--- src/rtl/fdc_pkg.sv ---
package fdc_pkg;
    localparam int FDC_WORD_W = 16;
    localparam int FDC_FRAC_W = 12;
    localparam int FDC_BYTE_W = 8;
    localparam int FDC_OFFSET = 16;

    // Byte slot order: the more significant byte sits at the lower address.
    typedef enum logic [1:0] {
        SLOT_LOW_TONE_HI  = 2'd0,
        SLOT_LOW_TONE_LO  = 2'd1,
        SLOT_HIGH_TONE_HI = 2'd2,
        SLOT_HIGH_TONE_LO = 2'd3
    } fdc_slot_e;
endpackage

--- src/rtl/fdc_word_regs.sv ---
module fdc_word_regs #(
    parameter int WORD_W = fdc_pkg::FDC_WORD_W,
    parameter int BYTE_W = fdc_pkg::FDC_BYTE_W,
    localparam int NBYTES = WORD_W / BYTE_W,
    localparam int ADDR_W = $clog2(2 * NBYTES)
) (
    input  logic              clk,
    input  logic              rst_n,
    input  logic              wr_en,
    input  logic [ADDR_W-1:0] wr_addr,
    input  logic [BYTE_W-1:0] wr_data,
    output logic [WORD_W-1:0] lo_word,
    output logic [WORD_W-1:0] up_word
);
    typedef struct packed {
        logic [WORD_W-1:0] lo;
        logic [WORD_W-1:0] up;
    } regs_t;

    regs_t st_d, st_q;

    always_comb begin
        st_d = st_q;
        if (wr_en) begin
            for (int b = 0; b < NBYTES; b++) begin
                // byte index 0 is the most significant byte
                if (int'(wr_addr) == b)
                    st_d.lo[(NBYTES-1-b)*BYTE_W +: BYTE_W] = wr_data;
                if (int'(wr_addr) == NBYTES + b)
                    st_d.up[(NBYTES-1-b)*BYTE_W +: BYTE_W] = wr_data;
            end
        end
    end

    always_ff @(posedge clk or negedge rst_n) begin
        if (!rst_n) st_q <= '0;
        else        st_q <= st_d;
    end

    assign lo_word = st_q.lo;
    assign up_word = st_q.up;
endmodule

--- src/rtl/fdc_word_sel.sv ---
module fdc_word_sel #(
    parameter int WORD_W = fdc_pkg::FDC_WORD_W
) (
    input  logic              fsk_mode,
    input  logic              tx_bit,
    input  logic [WORD_W-1:0] lo_word,
    input  logic [WORD_W-1:0] up_word,
    output logic [WORD_W-1:0] sel_word
);
    always_comb begin
        if (fsk_mode && tx_bit) sel_word = up_word;
        else                    sel_word = lo_word;
    end
endmodule

--- src/rtl/fdc_phase_accum.sv ---
module fdc_phase_accum #(
    parameter int WORD_W = fdc_pkg::FDC_WORD_W,
    parameter int FRAC_W = fdc_pkg::FDC_FRAC_W,
    parameter int OFFSET = fdc_pkg::FDC_OFFSET,
    localparam int INT_W = WORD_W - FRAC_W,
    localparam int DIV_W = $clog2((1 << INT_W) + OFFSET + 1)
) (
    input  logic              clk,
    input  logic              rst_n,
    input  logic [WORD_W-1:0] sel_word,
    output logic [FRAC_W-1:0] acc_phase,
    output logic [DIV_W-1:0]  div_out
);
    typedef struct packed {
        logic [FRAC_W-1:0] acc;
        logic [DIV_W-1:0]  div;
    } acc_t;

    acc_t st_d, st_q;
    logic [FRAC_W:0]  sum_w;
    logic [INT_W-1:0] int_part;

    always_comb begin
        int_part = sel_word[WORD_W-1:FRAC_W];
        sum_w    = {1'b0, st_q.acc} + {1'b0, sel_word[FRAC_W-1:0]};
        st_d.acc = sum_w[FRAC_W-1:0];
        st_d.div = DIV_W'(int_part) + DIV_W'(OFFSET) + DIV_W'(sum_w[FRAC_W]);
    end

    always_ff @(posedge clk or negedge rst_n) begin
        if (!rst_n) begin
            st_q.acc <= '0;
            st_q.div <= DIV_W'(OFFSET);
        end else begin
            st_q <= st_d;
        end
    end

    assign acc_phase = st_q.acc;
    assign div_out   = st_q.div;
endmodule

--- src/rtl/frac_div_ctrl.sv ---
module frac_div_ctrl #(
    parameter int WORD_W = fdc_pkg::FDC_WORD_W,
    parameter int FRAC_W = fdc_pkg::FDC_FRAC_W,
    parameter int BYTE_W = fdc_pkg::FDC_BYTE_W,
    parameter int OFFSET = fdc_pkg::FDC_OFFSET,
    localparam int INT_W  = WORD_W - FRAC_W,
    localparam int NBYTES = WORD_W / BYTE_W,
    localparam int ADDR_W = $clog2(2 * NBYTES),
    localparam int DIV_W  = $clog2((1 << INT_W) + OFFSET + 1)
) (
    input  logic              clk,
    input  logic              rst_n,
    input  logic              wr_en,
    input  logic [ADDR_W-1:0] wr_addr,
    input  logic [BYTE_W-1:0] wr_data,
    input  logic              fsk_mode,
    input  logic              tx_bit,
    output logic [DIV_W-1:0]  div_ratio
);
    logic [WORD_W-1:0] lo_word;
    logic [WORD_W-1:0] up_word;
    logic [WORD_W-1:0] sel_word;
    logic [FRAC_W-1:0] acc_phase;

    fdc_word_regs #(.WORD_W(WORD_W), .BYTE_W(BYTE_W)) i_regs (
        .clk     (clk),
        .rst_n   (rst_n),
        .wr_en   (wr_en),
        .wr_addr (wr_addr),
        .wr_data (wr_data),
        .lo_word (lo_word),
        .up_word (up_word)
    );

    fdc_word_sel #(.WORD_W(WORD_W)) i_sel (
        .fsk_mode (fsk_mode),
        .tx_bit   (tx_bit),
        .lo_word  (lo_word),
        .up_word  (up_word),
        .sel_word (sel_word)
    );

    fdc_phase_accum #(.WORD_W(WORD_W), .FRAC_W(FRAC_W), .OFFSET(OFFSET)) i_acc (
        .clk       (clk),
        .rst_n     (rst_n),
        .sel_word  (sel_word),
        .acc_phase (acc_phase),
        .div_out   (div_ratio)
    );
endmodule

--- config.mk ---
export PLATFORM = sky130hd
export DESIGN_NAME = frac_div_ctrl
export DESIGN_NICKNAME = d
export VERILOG_FILES = /design/src/rtl/fdc_pkg.sv /design/src/rtl/fdc_word_regs.sv /design/src/rtl/fdc_word_sel.sv /design/src/rtl/fdc_phase_accum.sv /design/src/rtl/frac_div_ctrl.sv
export SDC_FILE = /design/constraint.sdc
export NUM_CORES = 1
export LEC_CHECK = 0
export CAP_MARGIN = 10
export CORE_ASPECT_RATIO = 0.5
export CORE_MARGIN = 2
export CORE_UTILIZATION = 57
export CTS_CLUSTER_DIAMETER = 100
export DETAILED_ROUTE_END_ITERATION = 10
export PLACE_DENSITY = 0.79
export SLEW_MARGIN = 10
export SYNTH_ARGS = -nofsm -noshare
export SYNTH_HDL_FRONTEND = slang
export SYNTH_SLANG_ARGS = --single-unit
--- constraint.sdc ---
create_clock -name clk -period 3.27 [get_ports clk]
set_input_delay 0.654 -clock clk [delete_from_list [all_inputs] [get_ports clk]]
set_output_delay 0.654 -clock clk [all_outputs]
set_load 0.005 [all_outputs]
# [Word-level counts from Yosys, hierarchy flattened]
# Index checks and enable logic that the tools add are counted.
[word_totals] word_cells=19 input_bits=15 register_bits=50
[classes] reduce_logical=6 mux=1 eq_ne=3 add_sub_neg=3
[ops] cell="$mux W16" n=1
[ops] cell="$add A12 B12 Y13" n=1
[ops] cell="$reduce_and A2 Y1" n=4
[ops] cell="$add A4 B5 Y6 const B" n=1
[ops] cell="$add A6 B1 Y6" n=1
[ops] cell="$eq A2 B2 Y1 const B" n=2
[ops] cell="$eq A2 B1 Y1 const B" n=1
[ops] cell="$logic_not A2 Y1" n=1
[ops] cell="$logic_and A1 B1 Y1" n=1

# [Depth between registers and ports, before layout]
[logic_depth] depth_word=4 ltp_mapped=14 ltp_nobuf=13

# [Hierarchy]
# From an unflattened synthesis, not the netlist that was laid out.
[unflattened] hier_cells=195 area_unflattened_um2=2582.5
[by_module_without_submodules] mod="fdc_word_regs" n_inst=1 area_per_inst_um2=1212.4 cells_each=68
[by_module_without_submodules] mod="fdc_phase_accum" n_inst=1 area_per_inst_um2=1134.8 cells_each=109
[by_module_without_submodules] mod="fdc_word_sel" n_inst=1 area_per_inst_um2=235.2 cells_each=18

# [Least setup slack after synthesis]
# Ideal clock, no wire load.
[synth_timing] kind="input to register" startpoint="input fsk_mode" endpoint="register i_acc.st_q, in the netlist i_acc.div_out[2]" required_ps=3147 t_arrival_ps=3139 path_slack_ps=9 path_stages=14 path_buffers=1 setup_ps=123 path_cell_list="nand2_1 clkbuf_1 mux2_2 ha_1 inv_1 fa_1 nor2b_1 o31a_1 nor3_2 o311ai_1 a31o_1 ha_1 ha_1 xnor2_1"
[synth_lines] element="start: declaration" line="frac_div_ctrl.sv:16" rtl="input logic fsk_mode,"
[synth_lines] element="end signal: assignment" line="fdc_phase_accum.sv:35" rtl="st_q <= st_d;"
[synth_lines] element="end: declaration" line="fdc_phase_accum.sv:19" rtl="acc_t st_d, st_q;"

==> flow_metrics.py <==
metrics = {
    "yosys": {
        "synth-edff-count": 0,
        "synth.net_count": 228,
        "synth.avg_cell_area_um2": 12.9,
        "synth-seq-cells": 50,
        "ys_async_sr_fraction_pct": 100,
        "ys_seq_area_share_pct": 49.0,
        "yosys_most_used_dff": "dfrtp_1",
        "netlist_area_um2": 2560,
        "netlist_instances": 198,
        "yosysUniqueCellTypes": 46,
        "yosys_warnings": 0,
    },
    "sta": {
        "clock_skew_ns": 0.0122,
        "rsz0062_at_grt": "no",
        "whs_ns": 0.277,
        "finalSetupViolCount": 0,
        "slew_headroom_pct": 48.8,
        "tns_ns": 0,
        "tightestPinTransition_ns": 0.765,
        "maxSlewViolCount": 0,
        "period_share_pct": 91.7,
        "post-route-min-period_ns": 3.00,
        "hold_viol": 0,
        "max_freq_ghz": 0.333,
    },
    "route": {
        "wire_per_inst_um": 16.9,
        "vias": 1702,
        "ant_nets": 0,
        "viasPerCell": 5.56,
        "drc_errors": 0,
        "routed_wirelength_um": 5170,
        "drt-initial-drc-count": 52,
        "dr.pass1.iters": 4,
    },
    "clocking": {
        "cts_tree": "yes",
        "clock_latency_ns": 0.32,
        "cts_root_buffer": "clkbuf_8",
        "cts_inserted_buffers": 5,
        "cts.reportedPaths.clkPinSlew_ns": 0.10,
        "htreeDepth": 2,
        "clock_sinks": 50,
        "cts.path.max_buffers": 2,
    },
    "floorplan": {
        "rows": 17,
        "die_y_um": 51.4,
        "die_area_um2": 5070,
        "start_util_pct": 58.6,
        "die_w_um": 98.7,
        "core_area_um2": 4360,
        "ioPinCount": 21,
    },
    "worst_setup_path": {
        "worstPathRequired_ns": 3.49,
        "cp-start-kind": "input pin",
        "cp_top_family": "compound AO/OA/AOI/OAI gates",
        "slowest_delay_ns": 0.37,
        "cp_cell_sequence": "dlymetal6s2s_1 > nand2_4 > mux2_2 > ha_1 > nor2b_2 > o31a_1 > nor3_2 > o311ai_2 > a31o_1 > ha_2 > ha_4 > xnor2_1",
        "critPathBufInv": 1,
        "worstSetupPathType": "input pin to register",
        "cp_max_fo": 5,
        "critPathArrivalTime_ns": 3.22,
        "slowest_stage": "mux2_2",
        "endpoint_kind": "register",
    },
    "finish": {
        "fin_area_um2": 3170,
        "antenna_cells": 0,
        "final_common_cell": "dfrtp_1",
        "drive_gt1_share_pct": 40.6,
        "syn2layout_area_growth_pct": 24.2,
        "final_cell_mix": "dfrtp_1 (49), mux2_2 (45), buf_4 (26)",
        "nets": 278,
    },
    "power_and_ir_drop": {
        "power.density_nw_per_um2": 853,
        "leakage_uw": 0.00142,
        "ir_drop_v": 0.000390,
    },
    "placed_design": {
        "gp_congestion": 0.808,
        "io_buffer_count": 20,
        "dp_hpwl_um": 3710,
        "post_dp_cell_area_um2": 2970,
    },
    "global_routing": {
        "grt_overflow": 0,
        "use_met2_pct": 36.5,
        "antenna_found_initial": 0,
        "grt_use_met1_pct": 27.9,
        "grt_pass1_vias": 1698,
        "grt-busiest-layer": "met2",
        "grt_use_total_pct": 21.6,
        "grtUsageMet3_pct": 5.75,
        "grt_max_degree": 51,
        "grt_pass1_wl_um": 8120,
    },
    "min_path": {
        "hold_path.class": "input pin to asynchronous set/reset pin",
    },
    "run_status": {
        "outcome": "finished clean",
    },
    "flow_run": {
        "drv_cap": 0,
    },
}
-- worst paths after layout --
check / startpoint / endpoint / slack, ns / depth (start not counted)
worst max-delay path: tx_bit / i_acc.div_out[2] / 0.27 / 12
worst min-delay path: rst_n / i_regs.up_word[14] / 0.28 / 1
worst max register to register: i_regs.up_word[0] / i_acc.div_out[2] / 0.56 / 12
worst min register to register: i_regs.lo_word[11] / i_regs.lo_word[11] / 0.52 / 1
max in group asynchronous: rst_n / i_acc.acc_phase[0] / 2.47 / 2
min in group clk: i_regs.lo_word[11] / i_regs.lo_word[11] / 0.52 / 1
-- cells by family (layout without fill, tap and decap cells) --
group	count (synthesis)	after routing	share of synthesized area, %
fa+ha+maj	15	15	7.64
compound gates	29	29	9.59
simple gates	35	35	7.49
xor+xnor	9	9	3.08
mux	48	48	21.0
flops	50	50	49.0
buf+inv	12	63	2.15
-- layer usage --
layer	up-vias	wire (um)
met1	842	2480
met2	32	2480
li1	824	-
met3	4	175
met5	-	0
met4	0	36
-- cell usage after synthesis, types with 2 or more instances --
master     number  area (um2)
clkbuf_2        2        10.0
o311ai_1        2        17.5
a21oi_1         4        20.0
xnor2_1         5        43.8
nor2_1          6        22.5
mux2_2         46         518
nand3_1         5        25.0
nand3b_1        2        15.0
clkbuf_1        2        7.51
o21a_1          2        15.0
nor2b_1         2        12.5
xor2_1          4        35.0
o21ai_0         4        20.0
o2111ai_1       2        17.5
nand2_1        10        37.5
inv_1           7        26.3
mux2i_1         2        20.0
ha_1           14         175
dfrtp_1        49        1230
nand4_1         2        12.5
-- where the power goes --
group,switching [uW],total (uW),leakage (uW),internal [uW]
combinational,677,1430,0.000779,752
clock,232,392,0.0000506,160
sequential,79.6,886,0.000589,806
-- worst reg2reg max path, stage by stage, from the launching register on --
cell	delay (ns)
dfrtp_1	0.38
mux2_4	0.29
ha_4	0.17
inv_2	0.05
fa_2	0.22
nor2b_2	0.05
o31a_1	0.30
nor3_2	0.26
o311ai_2	0.12
a31o_1	0.28
ha_2	0.22
ha_4	0.16
xnor2_1	0.11
-- through the flow --
step / utilization, % / total power (uW) / worst slack, ns / instances
after global placement: 68.2 / 2180 / -0.322 / 294
final: 72.8 / 2710 / 0.270 / 306
after global routing: 72.8 / 2900 / 0.201 / 306
after CTS: 70.7 / 2650 / 0.00335 / 302
after floorplan: - / 1760 / 0.00890 / 198
after detailed placement: 68.2 / 2240 / -0.418 / 294
-- final cells by class --
class | count | area (um2)
tap | 57 | 71.3
multi-input combinational | 136 | 1300
inverter | 7 | 26.3
clock buffer | 5 | 68.8
sequential | 50 | 1250
fill | 290 | 1190
clock inverter | 3 | 28.8
timing repair buffer | 48 | 427
-- state kept, by name, indices dropped and copies added, names as in the netlist --
signal,count
i_acc.acc_phase,12
i_acc.div_out,6
i_regs.lo_word,16
i_regs.up_word,16
-- what timing repair did --
item,4_1_cts,5_1_grt
endpoints found under the setup margin,4,5
hold buffers,0,0
endpoints found under the hold margin,0,0
resized for setup,2,13
pin swaps,0,8
buffers inserted,0,3
Note: power is estimated with default switching activity, not from simulation.
